<file path="src/rtl/tfl_pkg.sv">
package tfl_pkg;
  localparam int unsigned CRC_W = 16;
  localparam logic [CRC_W-1:0] CRC_POLY = 16'h1021;
  localparam logic [CRC_W-1:0] CRC_INIT = 16'hFFFF;

  typedef enum logic [1:0] {TX_IDLE, TX_DATA, TX_CRC} tx_st_e;

  function automatic logic [CRC_W-1:0] crc_step(input logic [CRC_W-1:0] c, input logic b);
    crc_step = {c[CRC_W-2:0], 1'b0} ^ ((c[CRC_W-1] ^ b) ? CRC_POLY : '0);
  endfunction

  // register value left after an inverted CRC has been shifted in
  function automatic logic [CRC_W-1:0] crc_residue();
    logic [CRC_W-1:0] c;
    c = '0;
    for (int i = 0; i < CRC_W; i++) c = crc_step(c, 1'b1);
    return c;
  endfunction
endpackage

</file>
<file path="src/rtl/tfl_tx.sv">
module tfl_tx
  import tfl_pkg::*;
#(
  parameter int unsigned DATA_W = 8
) (
  input  logic              clk_i,
  input  logic              rst_ni,
  input  logic              bit_en_i,
  input  logic [DATA_W-1:0] data_i,
  input  logic              last_i,
  input  logic              crc_en_i,
  input  logic              valid_i,
  output logic              ready_o,
  output logic              line_o,
  output logic              rts_no,
  output logic              underrun_o
);
  localparam int unsigned CNT_W  = (DATA_W > 1) ? $clog2(DATA_W) : 1;
  localparam int unsigned CCNT_W = $clog2(CRC_W);
  localparam logic [CNT_W-1:0]  CNT_TOP  = CNT_W'(DATA_W - 1);
  localparam logic [CCNT_W-1:0] CCNT_TOP = CCNT_W'(CRC_W - 1);

  tx_st_e             state_q;
  logic [DATA_W-1:0]  sh_q;
  logic [CNT_W-1:0]   cnt_q;
  logic [CCNT_W-1:0]  ccnt_q;
  logic [CRC_W-1:0]   crc_q;
  logic               crc_en_q, last_q, rts_n_q, line_q, ur_q;
  logic               idle, at_boundary, load;
  logic [CRC_W-1:0]   crc_base;

  assign idle        = (state_q == TX_IDLE);
  assign at_boundary = (state_q == TX_DATA) && (cnt_q == '0) && !last_q;
  assign ready_o     = bit_en_i && (idle || at_boundary);
  assign load        = ready_o && valid_i;
  assign crc_base    = idle ? CRC_INIT : crc_q;

  always_ff @(posedge clk_i or negedge rst_ni) begin
    if (!rst_ni) begin
      state_q  <= TX_IDLE;
      sh_q     <= '0;
      cnt_q    <= '0;
      ccnt_q   <= '0;
      crc_q    <= CRC_INIT;
      crc_en_q <= 1'b0;
      last_q   <= 1'b0;
      rts_n_q  <= 1'b1;
      line_q   <= 1'b1;
      ur_q     <= 1'b0;
    end else begin
      ur_q <= 1'b0;
      if (load) begin
        state_q <= TX_DATA;
        line_q  <= data_i[DATA_W-1];
        sh_q    <= {data_i[DATA_W-2:0], 1'b0};
        cnt_q   <= CNT_TOP;
        last_q  <= last_i;
        rts_n_q <= 1'b0;
        crc_q   <= crc_step(crc_base, data_i[DATA_W-1]);
        if (idle) crc_en_q <= crc_en_i;
      end else if (bit_en_i) begin
        unique case (state_q)
          TX_DATA: begin
            if (cnt_q != '0) begin
              line_q <= sh_q[DATA_W-1];
              sh_q   <= {sh_q[DATA_W-2:0], 1'b0};
              cnt_q  <= cnt_q - 1'b1;
              crc_q  <= crc_step(crc_q, sh_q[DATA_W-1]);
            end else if (last_q && crc_en_q) begin
              state_q <= TX_CRC;
              line_q  <= ~crc_q[CRC_W-1];
              crc_q   <= {crc_q[CRC_W-2:0], 1'b0};
              ccnt_q  <= CCNT_TOP;
            end else begin
              // last byte done without CRC, or no data at a boundary
              state_q <= TX_IDLE;
              rts_n_q <= 1'b1;
              line_q  <= 1'b1;
              ur_q    <= !last_q;
            end
          end
          TX_CRC: begin
            if (ccnt_q != '0) begin
              line_q <= ~crc_q[CRC_W-1];
              crc_q  <= {crc_q[CRC_W-2:0], 1'b0};
              ccnt_q <= ccnt_q - 1'b1;
            end else begin
              state_q <= TX_IDLE;
              rts_n_q <= 1'b1;
              line_q  <= 1'b1;
            end
          end
          default: ;
        endcase
      end
    end
  end

  assign line_o     = line_q;
  assign rts_no     = rts_n_q;
  assign underrun_o = ur_q;

  a_r4_line_idles_high: assert property (@(posedge clk_i) disable iff (!rst_ni)
    rts_no |-> line_o);
  a_r2_rts_moves_on_tick: assert property (@(posedge clk_i) disable iff (!rst_ni)
    !$stable(rts_no) |-> $past(bit_en_i));
  a_r6_underrun_drops_rts: assert property (@(posedge clk_i) disable iff (!rst_ni)
    underrun_o |-> rts_no && $past(!rts_no));
  a_r5_crc_only_after_last: assert property (@(posedge clk_i) disable iff (!rst_ni)
    (state_q == TX_CRC) |-> last_q && crc_en_q && !rts_no);
endmodule

</file>
<file path="src/rtl/tfl_rx.sv">
module tfl_rx
  import tfl_pkg::*;
#(
  parameter int unsigned DATA_W = 8
) (
  input  logic              clk_i,
  input  logic              rst_ni,
  input  logic              bit_en_i,
  input  logic              line_i,
  input  logic              cd_ni,
  input  logic              crc_chk_i,
  output logic [DATA_W-1:0] data_o,
  output logic              valid_o,
  output logic              eof_o,
  output logic              abort_o,
  output logic              crc_err_o
);
  localparam int unsigned CNT_W = (DATA_W > 1) ? $clog2(DATA_W) : 1;
  localparam logic [CNT_W-1:0] CNT_TOP  = CNT_W'(DATA_W - 1);
  localparam logic [CRC_W-1:0] RESIDUE  = crc_residue();
  // bytes needed before the frame can hold a whole CRC
  localparam int unsigned MIN_BYTES = (CRC_W + DATA_W - 1) / DATA_W;
  localparam int unsigned NB_W      = $clog2(MIN_BYTES + 1);

  logic              in_frame_q;
  logic [DATA_W-1:0] sh_q, byte_q;
  logic [CNT_W-1:0]  bcnt_q;
  logic [NB_W-1:0]   nb_q;
  logic [CRC_W-1:0]  crc_q;
  logic              vld_q, eof_q, abort_q, err_q;
  logic              byte_done, long_enough;

  assign byte_done   = (bcnt_q == CNT_TOP);
  assign long_enough = (nb_q >= NB_W'(MIN_BYTES));

  always_ff @(posedge clk_i or negedge rst_ni) begin
    if (!rst_ni) begin
      in_frame_q <= 1'b0;
      sh_q       <= '0;
      byte_q     <= '0;
      bcnt_q     <= '0;
      nb_q       <= '0;
      crc_q      <= CRC_INIT;
      vld_q      <= 1'b0;
      eof_q      <= 1'b0;
      abort_q    <= 1'b0;
      err_q      <= 1'b0;
    end else begin
      vld_q   <= 1'b0;
      eof_q   <= 1'b0;
      abort_q <= 1'b0;
      err_q   <= 1'b0;
      if (bit_en_i) begin
        if (!cd_ni) begin
          in_frame_q <= 1'b1;
          sh_q       <= {sh_q[DATA_W-2:0], line_i};
          crc_q      <= crc_step(crc_q, line_i);
          bcnt_q     <= byte_done ? '0 : bcnt_q + 1'b1;
          if (byte_done) begin
            byte_q <= {sh_q[DATA_W-2:0], line_i};
            vld_q  <= 1'b1;
            if (!long_enough) nb_q <= nb_q + 1'b1;
          end
        end else if (in_frame_q) begin
          in_frame_q <= 1'b0;
          eof_q      <= 1'b1;
          abort_q    <= (bcnt_q != '0);
          err_q      <= crc_chk_i && (bcnt_q == '0) && (!long_enough || crc_q != RESIDUE);
          bcnt_q     <= '0;
          nb_q       <= '0;
          crc_q      <= CRC_INIT;
        end
      end
    end
  end

  assign data_o    = byte_q;
  assign valid_o   = vld_q;
  assign eof_o     = eof_q;
  assign abort_o   = abort_q;
  assign crc_err_o = err_q;

  a_r7_byte_on_tick: assert property (@(posedge clk_i) disable iff (!rst_ni)
    valid_o |-> $past(bit_en_i) && $past(!cd_ni));
  a_r8_abort_with_eof: assert property (@(posedge clk_i) disable iff (!rst_ni)
    abort_o |-> eof_o);
  a_r9_err_needs_whole_frame: assert property (@(posedge clk_i) disable iff (!rst_ni)
    crc_err_o |-> eof_o && !abort_o);
  a_r8_eof_after_cd_loss: assert property (@(posedge clk_i) disable iff (!rst_ni)
    eof_o |-> $past(cd_ni) && !valid_o);
endmodule

</file>
<file path="src/rtl/tfl_link.sv">
module tfl_link #(
  parameter int unsigned DATA_W = 8
) (
  input  logic              clk_i,
  input  logic              rst_ni,
  input  logic              tx_bit_en_i,
  input  logic [DATA_W-1:0] tx_data_i,
  input  logic              tx_last_i,
  input  logic              tx_crc_en_i,
  input  logic              tx_valid_i,
  output logic              tx_ready_o,
  output logic              tx_line_o,
  output logic              tx_rts_no,
  output logic              tx_underrun_o,
  input  logic              rx_bit_en_i,
  input  logic              rx_line_i,
  input  logic              rx_cd_ni,
  input  logic              rx_crc_chk_i,
  output logic [DATA_W-1:0] rx_data_o,
  output logic              rx_valid_o,
  output logic              rx_eof_o,
  output logic              rx_abort_o,
  output logic              rx_crc_err_o
);
  tfl_tx #(.DATA_W(DATA_W)) u_tx (
    .clk_i      (clk_i),
    .rst_ni     (rst_ni),
    .bit_en_i   (tx_bit_en_i),
    .data_i     (tx_data_i),
    .last_i     (tx_last_i),
    .crc_en_i   (tx_crc_en_i),
    .valid_i    (tx_valid_i),
    .ready_o    (tx_ready_o),
    .line_o     (tx_line_o),
    .rts_no     (tx_rts_no),
    .underrun_o (tx_underrun_o)
  );

  tfl_rx #(.DATA_W(DATA_W)) u_rx (
    .clk_i     (clk_i),
    .rst_ni    (rst_ni),
    .bit_en_i  (rx_bit_en_i),
    .line_i    (rx_line_i),
    .cd_ni     (rx_cd_ni),
    .crc_chk_i (rx_crc_chk_i),
    .data_o    (rx_data_o),
    .valid_o   (rx_valid_o),
    .eof_o     (rx_eof_o),
    .abort_o   (rx_abort_o),
    .crc_err_o (rx_crc_err_o)
  );
endmodule

</file>
<file path="config.mk">
export PLATFORM = sky130hd
export DESIGN_NAME = tfl_link
export DESIGN_NICKNAME = d
export VERILOG_FILES = /design/src/rtl/tfl_pkg.sv /design/src/rtl/tfl_tx.sv /design/src/rtl/tfl_rx.sv /design/src/rtl/tfl_link.sv
export SDC_FILE = /design/constraint.sdc
export NUM_CORES = 1
export LEC_CHECK = 0
export BUFFER_PORTS_ARGS = -buffer_cell sky130_fd_sc_hd__buf_2
export CAP_MARGIN = 20
export CORE_ASPECT_RATIO = 0.5
export CORE_MARGIN = 2
export CORE_UTILIZATION = 35
export DETAILED_ROUTE_END_ITERATION = 16
export GPL_TIMING_DRIVEN = 0
export PLACE_DENSITY = 0.51
export SYNTH_ARGS = -nofsm -noshare
export SYNTH_HDL_FRONTEND = slang
export SYNTH_SLANG_ARGS = --single-unit
</file>
<file path="constraint.sdc">
create_clock -name clk_i -period 3.5 [get_ports clk_i]
set_input_delay 0.7 -clock clk_i [delete_from_list [all_inputs] [get_ports clk_i]]
set_output_delay 0.7 -clock clk_i [all_outputs]
set_load 0.02 [all_outputs]
</file>
==> results of run 1 <==
-- metrics by stage --
stage | util | std cells | total power, uW | hold slack [ps] | area (um^2)
5_1_grt | 0.428 | 500 | 3890 | 193 | 4420
2_1_floorplan | - | 311 | 2450 | 404 | 3760
3_5_place_dp | 0.400 | 485 | 2750 | 481 | 4130
4_1_cts | 0.428 | 500 | 3690 | 189 | 4420
3_3_place_gp | 0.397 | 484 | 2690 | 455 | 4100
6_report | 0.428 | 500 | 3640 | 197 | 4420
-- critical path: cells and delay by family, from the launching register on --
kind	cells	cell delay [ps]
buffers and inverters	3	610
flip-flops	1	380
adder cells (fa/ha/maj)	1	150
AO/OA/AOI/OAI	1	200
-- worst max path at each step --
stage                     slack (ps)                         from                        end  cells past startpoint
final                           1140  u_tx.state_q[0]$_DFFE_PN0P_                 tx_ready_o                      5
after global routing            1040  u_tx.state_q[0]$_DFFE_PN0P_                 tx_ready_o                      5
after CTS                       1110  u_tx.state_q[0]$_DFFE_PN0P_                 tx_ready_o                      5
after detailed placement        1270                  tx_bit_en_i   u_tx.sh_q[5]$_DFFE_PN0P_                      6
after global placement          1210                       rst_ni  u_tx.crc_en_q$_DFFE_PN0P_                      1
after floorplan                 1570                  tx_bit_en_i   u_tx.sh_q[3]$_DFFE_PN0P_                      5
-- cell usage after synthesis, types with 3 or more instances --
cell type,n
o31ai_1,3
inv_1,16
nand2_1,33
nand2b_1,14
clkbuf_1,9
o21ai_0,8
mux2_4,15
and3_1,4
mux2_2,24
a21oi_1,5
nor2_1,10
dfrtp_1,44
nor3_1,5
dfstp_2,34
o22ai_1,3
xnor2_1,4
nand3_1,3
xor2_1,4
nor2b_1,4
ha_1,10
a31oi_1,4
o22a_1,14
-- state kept, by name, indices dropped and copies added (netlist names), 2 cells and up --
register      count
u_rx.nb_q         2
u_rx.data_o       8
u_rx.crc_q       16
u_rx.bcnt_q       3
u_tx.state_q      2
u_tx.ccnt_q       4
u_tx.cnt_q        3
u_tx.crc_q       16
u_rx.sh_q         7
u_tx.sh_q         7
-- routing by layer --
| metal | global-route usage | share of wire | vias up |
|---|---|---|---|
| met4 | 0.0443 | 0.0088 | 0 |
| met1 | 0.186 | 0.50 | 1231 |
| met2 | 0.217 | 0.46 | 34 |
| li1 | - | - | 1195 |
| met5 | 0 | 0 | - |
| met3 | 0.0440 | 0.032 | 7 |
-- power by group through the flow --
stage               Combinational, uW  Sequential (uW)  Clock [uW]
CTS                              1290             1460         940
detailed placement               1290             1470           0
global route                     1410             1500         984
global placement                 1240             1460           0
floorplan                        1000             1450           0
finish                           1270             1460         915
-- area by class of cell --
class / count / area [um^2]
Clock inverter: 5 / 60.1
Tap cell: 140 / 175
Inverter: 16 / 60.1
Multi-Input combinational cell: 205 / 1640
Timing Repair Buffer: 34 / 195
Fill cell: 950 / 5890
Clock buffer: 10 / 229
Sequential cell: 78 / 1990
Buffer: 12 / 61.3
-- kinds of logic (layout without fill, tap and decap cells) --
kind of cell	after synthesis	in the layout
multiplexers	41	41
AO/OA/AOI/OAI	56	56
adder cells (fa/ha/maj)	10	10
XOR/XNOR	8	8
buffers and inverters	28	77
AND/OR/NAND/NOR	90	90
flip-flops	78	78
==> run metrics, run 1 <==
largest net degree at the start of global routing=69; Hold Violations, Final=0; min Tclk post-route=between 2000 and 2500 ps; worst setup path class=reg2out; gpl congestion=~0.78; main combinational cell family by area after synthesis=multiplexers; Final Worst Setup Slack=roughly 1100 ps; antenna violations before repair=0; critical path endpoint category=output port; cell taking the most area after synthesis=dfrtp_1; CTS Buffer Depth=2; critical path launch point type=flip-flop; final wirelength=approximately 7400 um; top_reg_cell synth=dfrtp_1; area added between synthesis and finish=17.5%; drt first pass iters=4; Clock power frac=0.251; largest cells by area after synthesis=dfrtp_1 29%, dfstp_2 24%, mux2_2 7.2%; Layout Skew=around 9.8 ps; NetSw=between 1000 and 1500 uW; Worst-Margin Slew=between 600 and 700 ps; share of cells above drive strength 1=0.364; synthesized flop and latch total=78; commonest non-fill, non-tap cell in the layout=dfrtp_1; slew margin rel.=0.542; CTS tree=yes; post-synthesis mux area share=0.137; Seq pwr share=0.401; Die Footprint=~12,000 um^2; outcome=finished, final reports clean; synthesized area=~3800 um^2; worst-skew pair later-pin latency=330 ps; # setup viols final=0; yosys warns=0; type of the tightest min-delay check=in2async; commonest non-fill, non-tap cells in the layout=44 x dfrtp_1, 34 x dfstp_2, 33 x nand2_1, 33 x buf_2, 24 x mux2_2; internal power=about 2500 uW; reg-to-reg startpoint=u_tx.ccnt_q[0]$_DFFE_PN0P_; Avg Inst Size Synth=roughly 12 um^2; Final Net Count=between 300 and 400; area fraction in compound gates after synthesis=0.118; Gate power share=0.348; switch share=0.316; global route overflow=0; core box area=slightly above 10,000 um^2; clk root buf=clkbuf_16; number of flops mapped to enable cells by yosys=0; Critical Path AT=approximately 1700 ps; Yosys top cell area share=0.293; vias in the first global route=2,585; Num CTS Buffers=9; Avg WL per Cell=~15 um; Simple-Gate Fraction of Synth Area=0.130; endpoint required time on the critical path=around 2800 ps; dpl ws=around 1300 ps; post-synthesis sequential area ratio=0.531; worst-path cell chain=inv_1 > ha_1 > clkbuf_1 > o21a_1 > buf_2; drc violations=0; slowest stage delay, CP=between 300 and 400 ps; IO Count=34; H-tree depth=3; Worst Path Max Fanout=8; xor-xnor portion of the synthesized cell area=0.0186; Post-Synth Adder-Cell Area=0.0333; die width=151 um; Setup TNS Final=0 ps; Max Clk Rate=425 MHz; Max Cap Viol=0; first-pass GRT wire length=12,600 um; DRT iter0 DRCs=between 100 and 150; slowest CP cell=dfrtp_1; clk sinks=78; Die H=between 70 and 80 um; worst reg2reg endpoint=u_tx.ccnt_q[3]$_DFFE_PN0P_; Detail Route Antenna Nets=0; pwr dens=between 800 and 900 nW/um^2; cts hold-fix bufs=0; Total Routing Usage GR=0.140; Rows=26; Max IR drop VDD=between 0.2 and 0.3 mV; via density per instance=between 4 and 5; max-slew violation count=0; post_cts resized=0; hpwl dp=5100 um; R2R cell count=6; Post-CTS Setup Bufs=0; Final period util=0.673; ANT cells=0; Gate Count Post-Synth=311; RSZ-0062 raised after global routing=false; Distinct cells, synth=54; Starting Density=0.364; via count of the routed design=2,467; leak pwr=between 0.002 and 0.0025 uW; R2R setup slack=between 1000 and 1500 ps; clock-pin slew on the worst setup and hold paths=60 ps; IO Port Bufs=33; Mapped Nets=339; ys async rst share=1.00
Power figures use the tool's default switching activity.
==> run 2: changes to the inputs <==
- clock period: 3.5 -> 2.35 ns (I/O delays scaled with it)
==> run 2 against run 1 <==
Count of clock-buffer cells in the layout unchanged; sequential power grew 49%; clock skew barely moved; non-clock buffer count up 1; critical path depth unchanged; final cell count increased by 0.20%; power grew 49%; hold slack improved by 140 ps; clock power grew 49%; first-iteration DRC count is 11% lower; combinational power increased by 49%; global-route usage is essentially flat; critical path type unchanged; largest cell class unchanged; highest routed layer unchanged.
==> run metrics, run 2 (synthesis gave the netlist of run 1 again) <==
commonest non-fill, non-tap cell in the layout=dfrtp_1; largest net degree at the start of global routing=69 (unchanged); max-slew violation count=0 (unchanged); Max Cap Viol=0 (unchanged); Final period util=0.907; RSZ-0062 raised after global routing=false; Avg WL per Cell=14.8 um (-0.13%); clk root buf=clkbuf_16; IO Count=34 (unchanged); endpoint required time on the critical path=1880 ps (-920 ps); pwr dens=1230 nW/um^2 (+49%); R2R setup slack=250 ps (-1140 ps); drc violations=0 (unchanged); # setup viols final=0 (unchanged); H-tree depth=3 (unchanged); CTS Buffer Depth=2 (unchanged); Multi-input gate area=1640 um^2 (unchanged); first-pass GRT wire length=12,700 um (+0.11%); drt first pass iters=4 (unchanged); Worst Min Path Start=tx_data_i[0]; share of cells above drive strength 1=0.363 (-0.00101); Min-Delay Endpoint=u_tx.sh_q[1]$_DFFE_PN0P_; Worst Path Max Fanout=8 (unchanged); die width=151 um (unchanged); Starting Density=0.364 (unchanged); antenna violations before repair=0 (unchanged); Die Footprint=11,600 um^2 (unchanged); hpwl dp=5100 um (unchanged); worst reg2reg endpoint=u_tx.ccnt_q[3]$_DFFE_PN0P_; global route overflow=0 (unchanged); commonest non-fill, non-tap cells in the layout=44 x dfrtp_1, 34 x dfstp_2, 33 x nand2_1, 33 x buf_2, 24 x mux2_2; Max IR drop VDD=0.438 mV (+49%); clock-pin slew on the worst setup and hold paths=60 ps (about the same); slew margin rel.=0.543 (+0.00111); worst setup path class=reg2out; Rows=26 (unchanged); Pwr Total=5430 uW (+49%); min Tclk post-route=about 2100 ps; outcome=finished, final reports clean; via density per instance=4.92 (-0.24%); Reg area=1990 um^2 (unchanged); gpl congestion=0.781 (unchanged); reg-to-reg startpoint=u_tx.ccnt_q[0]$_DFFE_PN0P_; Final Net Count=385 (+0.26%); final wirelength=7410 um (about the same); type of the tightest min-delay check=in2reg; leak pwr=0.00204 uW (+0.21%); Layout fillers=950 (unchanged); Max Clk Rate=about 470 MHz; core box area=10,300 um^2 (unchanged); Hold Crit Depth=3; Total Routing Usage GR=0.140 (about the same); Layout Skew=9.82 ps (+0.0114 ps); clk sinks=78 (unchanged); critical path launch point type=flip-flop; ANT cells=0 (unchanged); Hold Violations, Final=0 (unchanged); Post-CTS Setup Bufs=0 (unchanged); Worst-Margin Slew=686 ps (-1.67 ps); DRT iter0 DRCs=130 (-11%); critical path endpoint category=output port; Setup TNS Final=0 ps (unchanged); R2R cell count=6 (unchanged); worst-skew pair later-pin latency=330 ps (about the same); Detail Route Antenna Nets=0 (unchanged); IO Port Bufs=33 (unchanged); via count of the routed design=2,466 (-0.041%); area added between synthesis and finish=17.8%; Num CTS Buffers=9 (unchanged); vias in the first global route=2,586 (+0.039%); Critical Path AT=1660 ps (about the same); Die H=77.3 um (unchanged); CTS tree=yes
-- run 2: worst max-delay path by stage --
stage	startpoint	end	slack, ps
5_1_grt	u_tx.ccnt_q[0]$_DFFE_PN0P_	u_tx.ccnt_q[3]$_DFFE_PN0P_	90
2_1_floorplan	u_tx.state_q[1]$_DFFE_PN0P_	u_tx.sh_q[3]$_DFFE_PN0P_	480
6_report	u_tx.state_q[0]$_DFFE_PN0P_	tx_ready_o	220
3_5_place_dp	u_tx.state_q[0]$_DFFE_PN0P_	u_tx.cnt_q[1]$_DFFE_PN0P_	260
3_3_place_gp	u_tx.state_q[0]$_DFFE_PN0P_	u_tx.sh_q[4]$_DFFE_PN0P_	280
4_1_cts	u_tx.state_q[0]$_DFFE_PN0P_	tx_ready_o	190
-- run 2: routing by layer --
| layer | global-route usage | share of wire | routed length (um) |
|---|---|---|---|
| met2 | 0.217 | 0.46 | 3380 |
| met3 | 0.0440 | 0.029 | 213 |
| met5 | 0 | 0 | 0 |
| met1 | 0.186 | 0.51 | 3760 |
| met4 | 0.0443 | 0.0085 | 63 |
-- run 2: metrics by stage --
| step | worst slack, ps | cell area [um^2] | util | hold slack (ps) | instances |
|---|---|---|---|---|---|
| global placement | 284 | 4100 | 0.397 | 455 | 484 |
| finish | 217 | 4430 | 0.429 | 340 | 501 |
| CTS | 188 | 4430 | 0.429 | 331 | 501 |
| floorplan | 476 | 3760 | - | 174 | 311 |
| global route | 86.7 | 4430 | 0.429 | 356 | 501 |
| detailed placement | 264 | 4130 | 0.400 | 325 | 485 |
-- run 2: where the power goes --
part / switching [uW] / leakage (uW) / internal, uW
Combinational: 900 / 0.000988 / 991
Clock: 543 / 0.000139 / 820
Sequential: 276 / 0.000913 / 1900
-- run 2: final cells by class --
cell class | instances | share of cell area
Buffer | 12 | 0.0138
Clock buffer | 10 | 0.0517
Clock inverter | 5 | 0.0136
Inverter | 16 | 0.0136
Multi-Input combinational cell | 205 | 0.371
Sequential cell | 78 | 0.450
Tap cell | 140 | 0.0396
Timing Repair Buffer | 35 | 0.0463
-- run 2: timing repair --
item | in CTS | in global routing
resized for setup | 0 | 0
hold buffers | 1 | 0
endpoints found under the hold margin | 10 | 0
setup endpoints to repair | 0 | 0
-- run 2: worst max-delay path: stages, from the launching register on --
cell	delay, ps
dfrtp_1	380
inv_1	100
ha_1	150
clkbuf_1	360
o21a_1	200
buf_2	160
==> run 3: changes to the inputs <==
- ABC_AREA: unset -> 1
==> run 3 against run 2 <==
Register-to-register slack better by 310 ps; combinational power fell by 5%; sequential power barely moved.
==> run metrics, run 3 <==
ys async rst share=1.00 (unchanged); outcome=finished, final reports clean; count leader, synth=nand2_1; yosys warns=0 (unchanged); worst setup path class=reg2out; Avg Inst Size Synth=8.35 um^2 (-31%); Pwr Total=5420 uW (-0.16%); Placed Area=4160 um^2 (+0.67%); antenna violations before repair=0 (unchanged); via count of the routed design=2,994 (+21%); Final period util=0.887 (-0.0201); largest net degree at the start of global routing=44 (-36%); pwr dens=1210 nW/um^2 (-1.2%); DRT iter0 DRCs=156 (+20%); placed cell count=627 (+29%); via density per instance=4.66 (-5.3%); Distinct cells, synth=29 (-46%); Die Footprint=11,700 um^2 (+0.84%); vias in the first global route=2,975 (+15%); Worst-Margin Slew=494 ps (-192 ps); global route overflow=0 (unchanged); Starting Density=0.365 (+0.000850); core box area=10,400 um^2 (+0.63%); CTS Buffer Depth=2 (unchanged); cell taking the most area after synthesis=dfrtp_1; top_reg_cell synth=dfrtp_1; clk root buf=clkbuf_16; Setup TNS Final=0 ps (unchanged); post-synthesis sequential area ratio=0.526 (-0.00455); clk sinks=78 (unchanged); clock-pin slew on the worst setup and hold paths=60 ps (about the same); share of cells above drive strength 1=0.213 (-0.150); Worst Path Max Fanout=8 (unchanged); Post-CTS Setup Bufs=0 (unchanged); Layout Skew=7.36 ps (-2.47 ps); area fraction in compound gates after synthesis=0.0947 (-0.0228); max-slew violation count=0 (unchanged); post_cts resized=0 (unchanged); slowest CP cell=dfrtp_1; number of flops mapped to enable cells by yosys=0 (unchanged); largest cells by area after synthesis=dfrtp_1 29%, dfstp_2 24%, nand2_1 16%; Die H=77.6 um (+0.41%); die width=151 um (+0.42%); IO Port Bufs=32 (-3.0%); gpl congestion=0.766 (-1.9%); Num CTS Buffers=9 (unchanged); synthesized area=3790 um^2 (+0.87%); post-route cell area=4480 um^2 (+1.1%); worst-skew pair later-pin latency=330 ps (about the same); Post-Synth Adder-Cell Area=0.0330 (-0.000286); leak pwr=0.00227 uW (+11%); IO Count=34 (unchanged); RSZ-0062 raised after global routing=false; Simple-Gate Fraction of Synth Area=0.260 (+0.130); Yosys top cell area share=0.290 (-0.00251); most frequent cells after synthesis=158 x nand2_1, 55 x inv_1, 44 x dfrtp_1, 39 x o21ai_0, 37 x nand3_1; ANT cells=0 (unchanged); endpoint required time on the critical path=1880 ps (about the same); type of the tightest min-delay check=in2async; Rows=26 (unchanged); critical path launch point type=flip-flop; H-tree depth=3 (unchanged); slew margin rel.=0.671 (+0.128); synthesized flop and latch total=78 (unchanged); post-synthesis mux area share=0 (-0.137); area added between synthesis and finish=18.1%; # setup viols final=0 (unchanged); Final Net Count=526 (+37%); slowest stage delay, CP=380 ps (about the same); post-route insts no fill=642 (+28%); first-pass GRT wire length=14,000 um (+11%); Mapped Nets=482 (+42%); Gate Count Post-Synth=454 (+46%); xor-xnor portion of the synthesized cell area=0.00462 (-0.0140); Total Routing Usage GR=0.150 (+0.0104); Hold Violations, Final=0 (unchanged); critical path endpoint category=output port; drt first pass iters=4 (unchanged); drc violations=0 (unchanged); cts hold-fix bufs=0 (-1); Max IR drop VDD=0.409 mV (-6.6%); Avg WL per Cell=12.3 um (-17%); Core Util, Final=0.431 (+0.00201); Detail Route Antenna Nets=0 (unchanged); min Tclk post-route=2090 ps (-47.1 ps); R2R setup slack=560 ps (+310 ps); hpwl dp=5680 um (+11%); Critical Path AT=1620 ps (-40 ps); final wirelength=7890 um (+6.4%); commonest non-fill, non-tap cell in the layout=nand2_1; Max Clk Rate=480 MHz (+2.3%); commonest non-fill, non-tap cells in the layout=158 x nand2_1, 55 x inv_1, 44 x dfrtp_1; worst-path cell chain=inv_1 > ha_1 > nand2_1 > nand2_8 > buf_2; CTS tree=yes; main combinational cell family by area after synthesis=simple AND/OR/NAND/NOR gates; Max Cap Viol=0 (unchanged)
==> run 3: changes by cell type in the layout (fill, tap and decap cells not counted), sizes merged, moves of 10 or more <==
cell,delta
o21ai,+34
o22a,-14
nand3,+34
o221ai,+10
nand2,+130
mux2,-39
inv,+44
nand2b,-14
==> run 3: area by class of cell <==
type | count | area [um^2]
Fill cell | 1081 | 5900
Timing Repair Buffer | 33 | 190
Inverter | 61 | 229
Multi-Input combinational cell | 301 | 1490
Buffer | 14 | 80.1
Tap cell | 140 | 175
Clock buffer | 13 | 282
Sequential cell | 78 | 1990
Clock inverter | 2 | 38.8
==> run 3: routing by layer <==
metal | global-route usage | part of all wire
met5 | 0 | 0
met4 | 0.0439 | 0.014
met3 | 0.0459 | 0.031
met2 | 0.234 | 0.44
met1 | 0.202 | 0.51
==> run 3: worst paths after layout <==
check                                            start  depth (start not counted)                         end
setup / recovery           u_tx.state_q[0]$_DFFE_PN0P_                          5                  tx_ready_o
hold / removal                                  rst_ni                          1  u_rx.data_o[0]$_DFFE_PN0P_
setup reg to reg           u_tx.state_q[0]$_DFFE_PN0P_                         11   u_tx.crc_q[7]$_DFFE_PN1P_
hold reg to reg              u_tx.crc_q[8]$_DFFE_PN1P_                          2   u_tx.crc_q[8]$_DFFE_PN1P_
max in group asynchronous                       rst_ni                          2   u_tx.crc_q[6]$_DFFE_PN1P_
min in group clk_i                         tx_crc_en_i                          3   u_tx.crc_en_q$_DFFE_PN0P_
==> run 3: kinds of logic after synthesis <==
logic type               after synthesis
AO/OA/AOI/OAI                         61
XOR/XNOR                               2
adder cells (fa/ha/maj)               10
buffers and inverters                 75
flip-flops                            78
AND/OR/NAND/NOR                      228
==> run 3: stage by stage <==
stage,setup slack (ps),hold WS [ps]
finish,265,100
global route,155,132
CTS,240,116
detailed placement,488,451
global placement,157,449
floorplan,769,174
==> run 3: where the power goes <==
| group | switching, uW | internal [uW] |
|---|---|---|
| sequential | 251 | 1910 |
| combinational | 1140 | 648 |
| clock | 525 | 941 |
| total | 1920 | 3500 |
==> run 3: worst max-delay path: cells and delay by family, from the launching register on <==
| kind | cells | cell delay (ps) |
|---|---|---|
| buf+inv | 2 | 270 |
| fa+ha+maj | 1 | 270 |
| flops | 1 | 380 |
| simple gates | 2 | 360 |
